### src/rtl/cid_pkg.sv
package cid_pkg;

    localparam int WORD_W  = 32;
    localparam int SEL_W   = 4;
    localparam int CTYPE_W = 21;

    localparam logic [11:0] OFF_LEVEL = 12'hD78;
    localparam logic [11:0] OFF_TYPE  = 12'hD7C;
    localparam logic [11:0] OFF_SIZE  = 12'hD80;
    localparam logic [11:0] OFF_CSEL  = 12'hD84;

    typedef enum logic [2:0] {
        REG_LEVEL,
        REG_TYPE,
        REG_SIZE,
        REG_CSEL,
        REG_NONE
    } reg_sel_e;

    typedef enum logic {
        ST_IDLE,
        ST_DATA
    } rsp_state_e;

    // Caches exist when any per-level type field is nonzero.
    function automatic logic caches_exist(input logic [WORD_W-1:0] lvl);
        return |lvl[CTYPE_W-1:0];
    endfunction

endpackage

### src/rtl/cid_decode.sv
module cid_decode
    import cid_pkg::*;
#(
    parameter int ADDR_W = 12
) (
    input  logic [ADDR_W-1:0] addr,
    output reg_sel_e          sel
);

    localparam logic [ADDR_W-1:0] A_LEVEL = ADDR_W'(OFF_LEVEL);
    localparam logic [ADDR_W-1:0] A_TYPE  = ADDR_W'(OFF_TYPE);
    localparam logic [ADDR_W-1:0] A_SIZE  = ADDR_W'(OFF_SIZE);
    localparam logic [ADDR_W-1:0] A_CSEL  = ADDR_W'(OFF_CSEL);

    initial begin
        if (ADDR_W < 12) $error("cid_decode: ADDR_W must cover offset 0xD84");
    end

    always_comb begin
        if (addr == A_LEVEL)      sel = REG_LEVEL;
        else if (addr == A_TYPE)  sel = REG_TYPE;
        else if (addr == A_SIZE)  sel = REG_SIZE;
        else if (addr == A_CSEL)  sel = REG_CSEL;
        else                      sel = REG_NONE;
    end

endmodule

### src/rtl/cid_sel_bank.sv
module cid_sel_bank
    import cid_pkg::*;
#(
    parameter int NUM_BANKS = 2,
    parameter int IDX_W     = SEL_W,
    parameter bit PRESENT   = 1'b1,
    localparam int BANK_W   = (NUM_BANKS > 1) ? $clog2(NUM_BANKS) : 1
) (
    input  logic              clk,
    input  logic              rst_n,
    input  logic              wr_en,
    input  logic [BANK_W-1:0] bank_idx,
    input  logic [IDX_W-1:0]  wr_val,
    output logic [IDX_W-1:0]  cur_val
);

    logic [IDX_W-1:0] bank_q [NUM_BANKS];
    logic             level_bad;

    // Level field of all ones is not a legal selection.
    assign level_bad = &wr_val[IDX_W-1:1];

    generate
        if (PRESENT) begin : g_store
            always_ff @(posedge clk) begin
                for (int b = 0; b < NUM_BANKS; b++) begin
                    if (!rst_n) begin
                        bank_q[b] <= '0;
                    end else if (wr_en && (bank_idx == BANK_W'(b)) && !level_bad) begin
                        bank_q[b] <= wr_val;
                    end
                end
            end
        end else begin : g_razwi
            logic unused_razwi;
            assign unused_razwi = ^{clk, rst_n, wr_en, wr_val, level_bad};
            always_comb begin
                for (int b = 0; b < NUM_BANKS; b++) bank_q[b] = '0;
            end
        end
    endgenerate

    assign cur_val = bank_q[bank_idx];

    // A write through one view leaves every other copy untouched.
    generate
        for (genvar g = 0; g < NUM_BANKS; g++) begin : g_iso
            assert_bank_isolated_R3: assert property (@(posedge clk) disable iff (!rst_n)
                (wr_en && (bank_idx != BANK_W'(g))) |=> $stable(bank_q[g]));
        end
    endgenerate

    // No copy ever holds the reserved level value.
    assert_no_level7_R7: assert property (@(posedge clk) disable iff (!rst_n)
        !(&cur_val[IDX_W-1:1]));

endmodule

### src/rtl/cid_size_table.sv
module cid_size_table
    import cid_pkg::*;
#(
    parameter int                          NUM_SIZE = 3,
    parameter int                          IDX_W    = SEL_W,
    parameter logic [NUM_SIZE*WORD_W-1:0] TABLE    = '0
) (
    input  logic [IDX_W-1:0]  idx,
    output logic [WORD_W-1:0] word
);

    localparam int SLOTS = 1 << IDX_W;

    initial begin
        if (NUM_SIZE > SLOTS || NUM_SIZE < 1)
            $error("cid_size_table: NUM_SIZE out of range for the index width");
    end

    logic [WORD_W-1:0] slot [SLOTS];

    generate
        for (genvar s = 0; s < SLOTS; s++) begin : g_slot
            if (s < NUM_SIZE) begin : g_pop
                assign slot[s] = TABLE[s*WORD_W +: WORD_W];
            end else begin : g_empty
                assign slot[s] = '0;
            end
        end
    endgenerate

    assign word = slot[idx];

endmodule

### src/rtl/cache_id_regfile.sv
module cache_id_regfile
    import cid_pkg::*;
#(
    parameter int                          ADDR_W     = 12,
    parameter logic [WORD_W-1:0]           LEVEL_VAL  = 32'h0900_0023,
    parameter logic [WORD_W-1:0]           TYPE_VAL   = 32'h8303_C003,
    parameter int                          NUM_SIZE   = 3,
    parameter logic [NUM_SIZE*WORD_W-1:0] SIZE_TABLE = {32'h7FFF_E07A, 32'hF007_E01A, 32'hF003_E019}
) (
    input  logic              clk,
    input  logic              rst_n,
    input  logic [ADDR_W-1:0] addr,
    input  logic              rd_en,
    input  logic              wr_en,
    input  logic [31:0]       wr_data,
    input  logic              secure,
    output logic [31:0]       rd_data
);

    localparam bit HAS_CACHE = caches_exist(LEVEL_VAL);
    localparam int NUM_BANKS = 2;

    reg_sel_e          sel;
    logic [SEL_W-1:0]  cur_sel;
    logic [WORD_W-1:0] size_word;
    logic [WORD_W-1:0] read_mux;
    rsp_state_e        state_q, state_d;
    logic              unused_wr_hi;

    assign unused_wr_hi = ^wr_data[WORD_W-1:SEL_W];

    cid_decode #(.ADDR_W(ADDR_W)) i_decode (
        .addr (addr),
        .sel  (sel)
    );

    cid_sel_bank #(
        .NUM_BANKS (NUM_BANKS),
        .IDX_W     (SEL_W),
        .PRESENT   (HAS_CACHE)
    ) i_bank (
        .clk      (clk),
        .rst_n    (rst_n),
        .wr_en    (wr_en && (sel == REG_CSEL)),
        .bank_idx (secure),
        .wr_val   (wr_data[SEL_W-1:0]),
        .cur_val  (cur_sel)
    );

    cid_size_table #(
        .NUM_SIZE (NUM_SIZE),
        .IDX_W    (SEL_W),
        .TABLE    (SIZE_TABLE)
    ) i_table (
        .idx  (cur_sel),
        .word (size_word)
    );

    always_comb begin
        unique case (sel)
            REG_LEVEL: read_mux = LEVEL_VAL;
            REG_TYPE:  read_mux = TYPE_VAL;
            REG_SIZE:  read_mux = size_word;
            REG_CSEL:  read_mux = {{(WORD_W-SEL_W){1'b0}}, cur_sel};
            default:   read_mux = '0;
        endcase
    end

    // Response state register
    always_ff @(posedge clk) begin
        if (!rst_n) state_q <= ST_IDLE;
        else        state_q <= state_d;
    end

    always_comb begin
        unique case (state_q)
            ST_IDLE: state_d = rd_en ? ST_DATA : ST_IDLE;
            ST_DATA: state_d = rd_en ? ST_DATA : ST_IDLE;
            default: state_d = ST_IDLE;
        endcase
    end

    // Output process: read data loads only on a read strobe
    always_ff @(posedge clk) begin
        if (!rst_n)     rd_data <= '0;
        else if (rd_en) rd_data <= read_mux;
    end

    assert_rdata_hold_R10: assert property (@(posedge clk) disable iff (!rst_n)
        !rd_en |=> $stable(rd_data));

    assert_state_tracks_read_R10: assert property (@(posedge clk) disable iff (!rst_n)
        rd_en |=> (state_q == ST_DATA));

    assert_unmapped_zero_R9: assert property (@(posedge clk) disable iff (!rst_n)
        (rd_en && (sel == REG_NONE)) |=> (rd_data == '0));

    assert_razwi_select_R6: assert property (@(posedge clk) disable iff (!rst_n)
        (!HAS_CACHE && rd_en && (sel == REG_CSEL)) |=> (rd_data == '0));

    assert_oob_zero_R8: assert property (@(posedge clk) disable iff (!rst_n)
        (rd_en && (sel == REG_SIZE) && (int'(cur_sel) >= NUM_SIZE)) |=> (rd_data == '0));

    assert_fixed_level_R2: assert property (@(posedge clk) disable iff (!rst_n)
        (rd_en && (sel == REG_LEVEL)) |=> (rd_data == LEVEL_VAL));

    assert_select_upper_zero_R5: assert property (@(posedge clk) disable iff (!rst_n)
        (rd_en && (sel == REG_CSEL)) |=> (rd_data[WORD_W-1:SEL_W] == '0));

endmodule

### config.mk
export PLATFORM = sky130hd
export DESIGN_NAME = cache_id_regfile
export DESIGN_NICKNAME = d
export VERILOG_FILES = /design/src/rtl/cid_pkg.sv /design/src/rtl/cid_decode.sv /design/src/rtl/cid_sel_bank.sv /design/src/rtl/cid_size_table.sv /design/src/rtl/cache_id_regfile.sv
export SDC_FILE = /design/constraint.sdc
export NUM_CORES = 1
export LEC_CHECK = 0
export ABC_AREA = 1
export CAP_MARGIN = 0
export CORE_MARGIN = 1.5
export CORE_UTILIZATION = 40
export DETAILED_ROUTE_END_ITERATION = 7
export PLACE_DENSITY = 0.85
export SETUP_SLACK_MARGIN = 0.1
export SKIP_LAST_GASP = 1
export SLEW_MARGIN = 20
export SYNTH_ARGS = -nofsm -noshare
export SYNTH_HDL_FRONTEND = slang
export SYNTH_SLANG_ARGS = --single-unit
### constraint.sdc
create_clock -name clk -period 2.8 [get_ports clk]
set_clock_uncertainty 0.1 [all_clocks]
set_input_delay 0.56 -clock clk [delete_from_list [all_inputs] [get_ports clk]]
set_output_delay 0.56 -clock clk [all_outputs]
set_load 0.02 [all_outputs]
Word-level counts from Yosys, hierarchy flattened
Memories as Yosys holds them, arrays and structs flattened.
Cells that the tools add are included.

cells by class
  eq/ne operators = 7
  bitwise operators = 4
  muxes and demuxes = 16
  order comparisons = 1
  reductions and logical operators = 8

operators with widths
  operator                number
  $pmux W32 S4            1
  $mux W32                2
  $eq A12 B12 Y1 const B  4
  $mux W3                 4
  $mux W4                 2
  $mux W1                 7
  $eq A3 B2 Y1 const B    2
  $ge A5 B5 Y1 const B    1
  $logic_and A1 B1 Y1     5
  $not A4 Y5              1
  $eq A3 B1 Y1 const B    1
  $logic_not A3 Y1        1
  $reduce_and A3 Y1       1
  $or A1 B1 Y1            2
  $logic_not A1 Y1        1
  $not A1 Y1              1

storage, ports and cells
  logic and storage cells = 39
  output and inout bits = 32
  memory bits (writable) = 8
  bits in read-only memories = 512
  input port bits = 49
  register bits = 32
  memories kept = 2

memories
  name              depth  width  read ports  clocked after Yosys merged registers in  write ports  RTL line              RTL
  (name not given)  16     32     1           0                                        0            cid_size_table.sv:31  assign word = slot[idx];
  i_bank.bank_q     2      4      1           0                                        2            cid_sel_bank.sv:17    logic [IDX_W-1:0] bank_q [NUM_BANKS];

Depth between registers and ports, before layout
  word-level depth = 13
  mapped depth = 11
  gate-level depth less buffers = 11

Hierarchy
Synthesis repeated with hierarchy kept, for this count alone.

second synthesis, totals
  cells, all modules = 310
  area, all modules = 2,199.6 um^2

by module, submodules not included
  module            area each (um^2)  cells an instance  sequential area each (um^2)  times used
  cache_id_regfile  1,332.5           185                640.6                        1
  cid_sel_bank      420.4             49                 240.2                        1
  cid_size_table    296.5             44                 0.0                          1
  cid_decode        150.1             32                 0.0                          1

Least setup slack after synthesis
Ideal clock, no wire load.

  path type = input to register
  start point = input addr[10]
  end point = memory i_bank.bank_q[0][0] (netlist bit), enable pin
  stages = 6
  library setup time = 0.361 ns
  arrival = 1.447 ns
  buffers on the path = 0
  path slack = 0.891 ns
  required time = 2.339 ns
  path through = nand2_1 -> inv_1 -> nand2_1 -> nor3_2 -> nand3_2 -> o21ai_0

RTL lines
  item                RTL line                RTL
  start: declaration  cache_id_regfile.sv:12  input logic [ADDR_W-1:0] addr,
  end: declaration    cid_sel_bank.sv:17

Final worst setup path
  start point = input secure
  end point = register rd_data[1]

between the ends
  longest elaborated chain between the ends = 6

ends and longest elaborated chain
  item                                         RTL line                RTL
  start: declaration                           cache_id_regfile.sv:16  input logic secure,
  $mem_v2 Z2 W4 *                              n/a
  $not A4 Y5 (not written as such)             cid_size_table.sv:31
  $mem_v2 Z16 W32                              n/a
  $mux W32 (not written as such) (2 in a row)  cid_size_table.sv:31
  $pmux W32 S4 *                               cache_id_regfile.sv:60  unique case (sel)
  end signal: assignment                       cache_id_regfile.sv:86  else if (rd_en) rd_data <= read_mux;
  end: declaration                             cache_id_regfile.sv:17  output logic [31:0] rd_data

Mark *: on every way between the ends. The rest lies on a longest branch, timed or not. The select of a mux whose other input is x is not followed.
A chain may end at the register's enable or synchronous reset.

==> results by group <==
Outcome
  – Status: finished clean

Clock tree
  – CTS root buffer: clkbuf_4
  – CTS max path bufs: 2
  – Post-CTS Resized: 0
  – CTS Buf Count: 3
  – Post-CTS Setup Repair Bufs: 0
  – # clock sinks: 20
  – CTS Hold Bufs: 0
  – Reg clk slew, reported paths: 0.11 ns
  – Clock Latency Late Sink: just over 0.3 ns
  – CTS H-Tree Depth: 1
  – CTS tree: yes

Synth
  – Top cells by area, synth: dfxtp_1, edfxtp_1, nand2_1
  – Synth Area in Adders: under 10%
  – Mapped Cells: 192
  – Largest family of logic cells by synthesized area: simple AND/OR/NAND/NOR gates
  – YS warnings: 0
  – Mapped cell area: 1340 um^2
  – Mux contribution to synthesized area: 0%
  – Flops & latches, synth: 20
  – Synth top area share: between 10% and 20%
  – Synth unique cells: 22
  – Synth Area per Inst: 6.98 um^2
  – Register area share after synthesis: between 30 and 40%
  – Xor and xnor area share after synthesis: 0%
  – Cell taking the most area after synthesis: dfxtp_1
  – Post-Synth Simple-Gate Area: 34.9%
  – Compound-cell area share of the yosys netlist: under 10%

Layout
  – Most frequent cells in the layout: nand2_1, clkdlybuf4s50_1, nor2_1
  – Area Overhead vs Synth: 30.3%
  – Fin cells: between 200 and 300
  – ANT cells: 0
  – Multi-input gate area: around 620 um^2
  – Final nets: roughly 280
  – FILL cells: 309
  – Most common cell after layout, fill and taps aside: nand2_1
  – Layout cells sized above 1: 9.73%
  – Seq. cell area: 480 um^2

Routing
  – Detail Route Antenna Nets: 0
  – Via count: 1179
  – Routed length per instance: 8.89 um
  – DRC viols: 0
  – DR iter-0 viols: 43
  – DR pass1 iterations: 4
  – Vias per std cell: 4.37
  – Final wirelength: 2400 um

Timing
  – Worst setup margin: 0.623 ns
  – Crit share post-route: 77.7%
  – RSZ-0062 raised after global routing: no
  – Minimum clock period: about 2.2 ns
  – Final setup fails: 0
  – Max Slew Vio Count: 0
  – Setup TNS: 0 ns
  – Max Fclk: 459 MHz
  – Fin. Hold Viols: 0

Global route
  – Largest net degree at the start of global routing: 15
  – Initial antenna violation count: 0
  – Total GRT Usage: 14.3%
  – Met3 Track Usage GR: 3.20%
  – Grt peak-use layer: met2
  – Total gr overflow: 0
  – First-pass GRT wire length: 3930 um
  – Vias in the first global route: 1021
  – GRT met1 Usage: 15.2%
  – Routing usage on met2: 27.0%

Placed design
  – Port Buffers: 46
  – Place WS: roughly 0.29 ns
  – Detail Placement HPWL: 2060 um
  – Cell Count Post-Placement: 266
  – RePlAce Congestion: between 0.8 and 0.9

Pwr
  – Max VDD drop: 0.000140 V
  – PwrDens: 317 nW/um^2
  – Reg power frac: between 50% and 60%
  – Switching share of power: 26.6%
  – Clk pwr share: about a quarter
  – Pleak: 0.738 nW
  – Comb pwr share: around 18%
  – Switch Pwr: 148 uW
  – Internal Pwr Total: around 410 uW
  – Tot Pwr: 554 uW

Die
  – Die ar.: 3710 um^2
  – Area of the core: 3130 um^2
  – Row cnt: 20
  – Starting Density: 42.8%
  – I/O pin count: 81
  – Die height: 60.9 um
  – DIE WIDTH: 60.9 um

Critical path
  – Critical path fanouts, max: 7
  – Crit path DAT: 2.33 ns
  – Crit path launch: secure
  – Critical path type: primary input to register
  – Internal reg-to-reg setup slack: between 1 and 1.5 ns
  – Req. time, crit path: 2.95 ns
  – R2R Path Start: i_bank.bank_q[0][0]
  – Cell count of the worst reg-to-reg path: 10
  – Critical Path Sink Type: register
  – Crit start category: primary input
  – Worst R2R End: rd_data[1]

Hold path
  – Hold path cells: 2
  – Hold/Removal Path Class: register to register
  – Hold endpoint: rd_data[3]
  – HP Start: rd_data[3]

Flow run
  – Max-Cap Viols: 0
==> flip-flops by register name, indices dropped and copies added (netlist names) <==
register / flops
rd_data: 12
i_bank.bank_q: 8
==> cell usage after synthesis, drive strengths merged <==
library cell / number
buf: 21
o21ai: 6
conb: 1
nand4: 3
clkbuf: 2
nand3: 16
inv: 23
nand2: 55
dfxtp: 12
ha: 3
clkinv: 1
a21oi: 12
edfxtp: 8
nor3: 1
nor2: 28
==> per-layer routing <==
| metal | part of all wire [%] | wire, um |
|---|---|---|
| met1 | 44 | 1050 |
| met2 | 50 | 1200 |
| met3 | 4.7 | 113 |
| met4 | 1.6 | 38 |
| met5 | 0 | 0 |
==> cell type report <==
class                   instances  area share, %
multi-input cells             130           35.4
flip-flops and latches         20           27.5
repair buffers                 48           27.2
inverters                      24           5.23
well taps                      44           3.15
clock buffers                   4           1.50
==> power groups by stage <==
stage                     registers (mW)  clock network [mW]  logic, mW
final                              0.311               0.144     0.0996
after global routing               0.311               0.157      0.111
after CTS                          0.311               0.150      0.100
after detailed placement           0.317                   0     0.0999
after global placement             0.317                   0     0.0978
after floorplan                    0.318                   0     0.0614
==> through the flow <==
stage          util, %  instance area (um^2)  hold WS (ns)
3_5_place_dp      55.0                  1720         0.357
2_1_floorplan        -                  1360         0.436
5_1_grt           55.8                  1750         0.396
6_report          55.8                  1750         0.369
4_1_cts           55.8                  1750         0.374
3_3_place_gp      55.0                  1720         0.355
==> how the worst max path moves through the flow <==
stage / cells after the start / slack, ns / end
after global placement: 12 / 0.31 / rd_data[1]
after detailed placement: 12 / 0.29 / rd_data[1]
after global routing: 12 / 0.41 / rd_data[1]
after floorplan: 6 / 0.89 / i_bank.bank_q[0][0]
after CTS: 12 / 0.62 / rd_data[1]
final: 12 / 0.62 / rd_data[1]
==> logic make-up after synthesis <==
logic type      Yosys count
other cells               1
fa+ha+maj                 3
flops                    20
simple gates            103
compound gates           18
buf+inv                  47
==> critical path, stage by stage <==
cell and delay [ns]:
clkdlybuf4s50_1 0.53, inv_2 0.18, nand2_1 0.07, nand2_1 0.10
inv_1 0.07, ha_1 0.27, nand3_1 0.08, nor2_1 0.14
nand3_1 0.08, nand3_1 0.08, nand2_1 0.05, a21oi_1 0.12
Power figures use the tool's default switching activity.
